`src/rtl/phy_tune_pkg.sv`:
```
package phy_tune_pkg;
  localparam int PORT_SLOTS = 4;
  localparam int CTRL_W     = 32;
  localparam int ADDR_W     = 8;
  localparam int ADDR_LSB   = 8;
  localparam int DATA_POS   = 7;
  localparam int TUNE_BITS  = 1 << ADDR_W;

  localparam int AMP_BASE  = 'h20;
  localparam int AMP_W     = 5;
  localparam int DISC_BASE = 'h2a;
  localparam int DISC_W    = 2;
  localparam int SQ_BASE   = 'h3c;
  localparam int SQ_W      = 2;
  localparam int RCAL_ADDR = 'h0c;

  function automatic logic [PORT_SLOTS-1:0] strobe_bits(input logic [CTRL_W-1:0] w);
    logic [PORT_SLOTS-1:0] s;
    for (int i = 0; i < PORT_SLOTS; i++) s[i] = w[2*i];
    return s;
  endfunction

  function automatic logic [ADDR_W-1:0] word_addr(input logic [CTRL_W-1:0] w);
    return w[ADDR_LSB +: ADDR_W];
  endfunction

  function automatic logic [PORT_SLOTS-1:0] live_mask(input int n);
    logic [PORT_SLOTS-1:0] m;
    for (int i = 0; i < PORT_SLOTS; i++) m[i] = (i < n);
    return m;
  endfunction

  function automatic logic [AMP_W-1:0] amp_field(input logic [TUNE_BITS-1:0] b);
    logic [AMP_W-1:0] r;
    for (int i = 0; i < AMP_W; i++) r[i] = b[AMP_BASE + i];
    return r;
  endfunction

  function automatic logic [DISC_W-1:0] disc_field(input logic [TUNE_BITS-1:0] b);
    logic [DISC_W-1:0] r;
    for (int i = 0; i < DISC_W; i++) r[i] = b[DISC_BASE + i];
    return r;
  endfunction

  function automatic logic [SQ_W-1:0] squelch_field(input logic [TUNE_BITS-1:0] b);
    logic [SQ_W-1:0] r;
    for (int i = 0; i < SQ_W; i++) r[i] = b[SQ_BASE + i];
    return r;
  endfunction
endpackage

```
`src/rtl/phy_tune_ctrl.sv`:
```
module phy_tune_ctrl
  import phy_tune_pkg::*;
#(
  parameter int NUM_PORTS = 4
) (
  input  logic                  clk,
  input  logic                  rst_n,
  input  logic                  wr_en,
  input  logic [CTRL_W-1:0]     wdata,
  output logic [CTRL_W-1:0]     ctrl_q,
  output logic [PORT_SLOTS-1:0] commit,
  output logic [ADDR_W-1:0]     cmt_addr,
  output logic                  cmt_data
);
  localparam logic [PORT_SLOTS-1:0] LIVE = live_mask(NUM_PORTS);

  logic [PORT_SLOTS-1:0] prev_q;
  logic [PORT_SLOTS-1:0] rise;

  always_ff @(posedge clk) begin
    if (!rst_n) begin
      ctrl_q <= '0;
      prev_q <= '0;
    end else begin
      if (wr_en) ctrl_q <= wdata;
      prev_q <= strobe_bits(ctrl_q);
    end
  end

  assign rise     = strobe_bits(ctrl_q) & ~prev_q;
  assign commit   = rise & LIVE;
  assign cmt_addr = word_addr(ctrl_q);
  assign cmt_data = ctrl_q[DATA_POS];
endmodule

```
`src/rtl/phy_tune_bank.sv`:
```
module phy_tune_bank
  import phy_tune_pkg::*;
(
  input  logic                 clk,
  input  logic                 rst_n,
  input  logic                 we,
  input  logic [ADDR_W-1:0]    addr,
  input  logic                 din,
  output logic [TUNE_BITS-1:0] bits_q,
  output logic [AMP_W-1:0]     amp,
  output logic [DISC_W-1:0]    disc,
  output logic                 sq_en
);
  always_ff @(posedge clk) begin
    if (!rst_n) bits_q <= '0;
    else if (we) bits_q[addr] <= din;
  end

  assign amp   = amp_field(bits_q);
  assign disc  = disc_field(bits_q);
  assign sq_en = (squelch_field(bits_q) == '0);
endmodule

```
`src/rtl/phy_tune_port.sv`:
```
module phy_tune_port
  import phy_tune_pkg::*;
#(
  parameter int NUM_PORTS = 4
) (
  input  logic                              clk,
  input  logic                              rst_n,
  input  logic                              bus_wr_en,
  input  logic [31:0]                       bus_wdata,
  output logic [31:0]                       bus_rdata,
  output logic [PORT_SLOTS*TUNE_BITS-1:0]   tune_bits,
  output logic [PORT_SLOTS*AMP_W-1:0]       tx_amp,
  output logic [PORT_SLOTS*DISC_W-1:0]      disc_thr,
  output logic [PORT_SLOTS-1:0]             squelch_en,
  output logic                              rescal_en
);
  logic [PORT_SLOTS-1:0] commit_vec;
  logic [ADDR_W-1:0]     cmt_addr;
  logic                  cmt_data;

  phy_tune_ctrl #(.NUM_PORTS(NUM_PORTS)) u_ctrl (
    .clk      (clk),
    .rst_n    (rst_n),
    .wr_en    (bus_wr_en),
    .wdata    (bus_wdata),
    .ctrl_q   (bus_rdata),
    .commit   (commit_vec),
    .cmt_addr (cmt_addr),
    .cmt_data (cmt_data)
  );

  for (genvar p = 0; p < PORT_SLOTS; p++) begin : g_port
    phy_tune_bank u_bank (
      .clk    (clk),
      .rst_n  (rst_n),
      .we     (commit_vec[p]),
      .addr   (cmt_addr),
      .din    (cmt_data),
      .bits_q (tune_bits[p*TUNE_BITS +: TUNE_BITS]),
      .amp    (tx_amp[p*AMP_W +: AMP_W]),
      .disc   (disc_thr[p*DISC_W +: DISC_W]),
      .sq_en  (squelch_en[p])
    );
  end

  assign rescal_en = tune_bits[RCAL_ADDR];
endmodule

```
`config.mk`:
```
export PLATFORM = sky130hd
export DESIGN_NAME = phy_tune_port
export DESIGN_NICKNAME = d
export VERILOG_FILES = /design/src/rtl/phy_tune_pkg.sv /design/src/rtl/phy_tune_ctrl.sv /design/src/rtl/phy_tune_bank.sv /design/src/rtl/phy_tune_port.sv
export SDC_FILE = /design/constraint.sdc
export NUM_CORES = 2
export LEC_CHECK = 0
export CORE_AREA = 2 2 443 445
export DETAILED_ROUTE_END_ITERATION = 8
export DIE_AREA = 0 0 445 447
export DONT_BUFFER_PORTS = 1
export PLACE_DENSITY = 0.36
export SLEW_MARGIN = 25
export SYNTH_ARGS = -nofsm -noshare
export SYNTH_HDL_FRONTEND = slang
export SYNTH_SLANG_ARGS = --single-unit
export TNS_END_PERCENT = 1
```
`constraint.sdc`:
```
create_clock -name clk -period 2.15 [get_ports clk]
set_input_delay 0.43 -clock clk [delete_from_list [all_inputs] [get_ports clk]]
set_output_delay 0.43 -clock clk [all_outputs]
set_load 0.01 [all_outputs]
```
==> flow_summary.ini <==
[run_status]
outcome = completed

[grt]
grt_pass1_vias = 35284
grt_pass1_wl_um = 285000
grt_overflow = 0
grt_start_max_net_pins = 961
antenna_found_initial = 6
track_usage_pct = 19.5

[route]
postRouteAntennaNets = 0
drc = 0
wirelength_um = 206000
drtIter0Drc = 2796
drt-wirelength-per-cell_um = 28.5
vias = 37198
first_pass_iters = 7
avgViaCountPerCell = 5.16

[clock_network]
clk_latency_ps = 810
cts_buffer_depth = 3
cts_tree = yes
cts_max_level = 4
clkTransAtPathRegs_ps = 60
cts_buffers = 133
clock-sinks = 1060
cts_root_buf = clkbuf_16
post-cts-setup-buffers = 0

[min_path]
min_path_cells = 3
hold_path_class = in -> reg

[finish]
regArea_mm2 = 0.0213
fillCellCount = 20299
drive_gt1_share_pct = 12.0
multi_input_area_mm2 = 0.0209
fin_nets = 4604
instances_no_fill = 7209
syn2layout_area_growth_pct = 22.5
fin_util_pct = 28.4

[critical_path]
critical_path.top_delay_family = buffers and inverters
critPathSlowestCell = buf_16
required_ps = 2850
worst_path_largest_cell_delay_ps = 540
reg2reg_depth = 4
start_kind = input pin
cp-end-kind = flop
path_cells = buf_16 > buf_16 > nand2_4 > buf_4 > buf_12 > buf_12 > o41ai_1
crit_type = in -> reg
cp_max_fo = 210
crit_buf_inv = 5
critPathArrivalTime_ps = 2830
cp.depth = 7

[sta]
setup_violations = 0
period_needed_ps = 2130
holdWs_ps = 276
fmax_ghz = 0.470
drv_slew = 0
worst_pin_slew_ps = 1090
min_period_over_period_pct = 99.1
finalClockSkew_ps = 30.9
hold_viol = 0
rsz0062_at_grt = true
setup_slack_ps = 20.2
timing.slew.headroom_pct = 27.1

[die]
die_w_um = 445
dieArea_mm2 = 0.199
initial_core_util_pct = 23.1
coreArea_mm2 = 0.194
die_h_um = 447
num_rows = 162
ios = 1124

[flow_run]
maxCapViolCount = 0

[power_and_ir_drop]
pwr_density_cell_mw_per_mm2 = 824
vdd_ir_drop_max_v = 0.000736
leakage_nw = 22.1

[yosys]
synthCells = 4720
syn_nets = 4755
async_flop_share_pct = 0
yosys.area.top_type = dfxtp_1
yosysSeqAreaShare_pct = 47.2
netlist_area_mm2 = 0.0449
yosysTopAreaCellShare_pct = 47.2
synth_area_leaders = dfxtp_1, mux2i_1, nand3_1
ys_ff_latch = 1060
synth.distinct_cells = 37
synth_area_per_cell_um2 = 9.52
synth_edf_count = 0
synth_warnings = 0
synth_flop_cell = dfxtp_1

[place]
dp_hpwl_um = 130000
port_buffers = 0
gp_congestion = 0.781
pre_cts_slack_ps = 37.1
numPlacedInstances = 6820
## worst reg2reg max path, delay by kind of cell (launching register included)
kind,cells,cell delay [ps]
compound gates,2,590
simple gates,1,580
flops,1,560
buf+inv,1,190
## repair_timing
item | 4_1_cts | 5_1_grt
hold buffers | 148 | 0
setup endpoints to repair | 7 | 572
endpoints found under the hold margin | 216 | 0
gates resized for setup | 6 | 27
gates cloned | 0 | 3
## cell families after synthesis
kind of cell / Yosys count / share of synthesized area, %
compound gates: 584 / 11.4
buf+inv: 709 / 7.11
simple gates: 1603 / 17.3
mux: 764 / 17.0
flops: 1060 / 47.2
## synthesized netlist by cell type, drive strengths merged (2+ instances only)
master   count
and2         5
and4b        9
and4bb      13
buf        276
clkbuf     433
dfxtp     1060
mux2i      764
nand2      735
nand2b       5
nand3      732
nand4        2
nand4b      12
nand4bb     14
nor2         6
nor2b       36
nor4         2
nor4b       12
nor4bb       7
o311ai     292
o41ai      292
or4          2
or4b         9
## state kept, by name, summed over array words and instances (netlist names)
register / cells
u_ctrl.ctrl_q: 32
u_ctrl.prev_q: 4
g_port.u_bank.bits_q: 1024
## report_power, final
| part | internal (mW) | switching (mW) |
|---|---|---|
| Combinational | 0.835 | 2.00 |
| Clock | 13.2 | 9.48 |
| Sequential | 19.7 | 0.124 |
| Total | 33.8 | 11.6 |
## final cells by class
cell class                      count  area share, %
Clock buffer                      200           7.05
Multi-Input combinational cell   2951           38.0
Tap cell                         2542           5.78
Sequential cell                  1060           38.6
Clock inverter                     30          0.843
Antenna cell                        3         0.0136
Timing Repair Buffer              423           9.68
## cells in the final DEF, fill, tap and decap left out, types with 37 or more instances in the layout
cell	count
buf_12	128
nand3_1	732
o311ai_0	255
buf_4	137
o311ai_1	37
nand2_1	732
mux2i_1	764
clkbuf_16	137
dlygate4sd3_1	147
clkbuf_1	38
o41ai_1	271
dfxtp_1	1047
## per-stage QoR
stage	total power [mW]	area (um^2)	setup TNS [ps]
floorplan	21.6	44900	0
global placement	22.6	48800	0
detailed placement	22.6	48800	0
CTS	45.7	54700	-86.3
global route	46.9	55100	-115
finish	45.4	55100	0
## final timing paths
check | to | slack [ps] | start
max reg2reg | g_port[1].u_bank.bits_q[73] | 80 | u_ctrl.ctrl_q[14]
min | g_port[2].u_bank.bits_q[66] | 280 | rst_n
max | g_port[3].u_bank.bits_q[63] | 20 | rst_n
min reg2reg | g_port[3].u_bank.bits_q[24] | 500 | g_port[3].u_bank.bits_q[24]
## per-layer routing
layer	vias to the layer above	global-route usage [%]	wire, um
met3	283	6.27	15500
li1	16938	-	-
met1	18810	22.9	81600
met2	1167	32.7	99900
met4	0	8.02	8590
met5	-	0	0
Power figures use the tool's default switching activity.
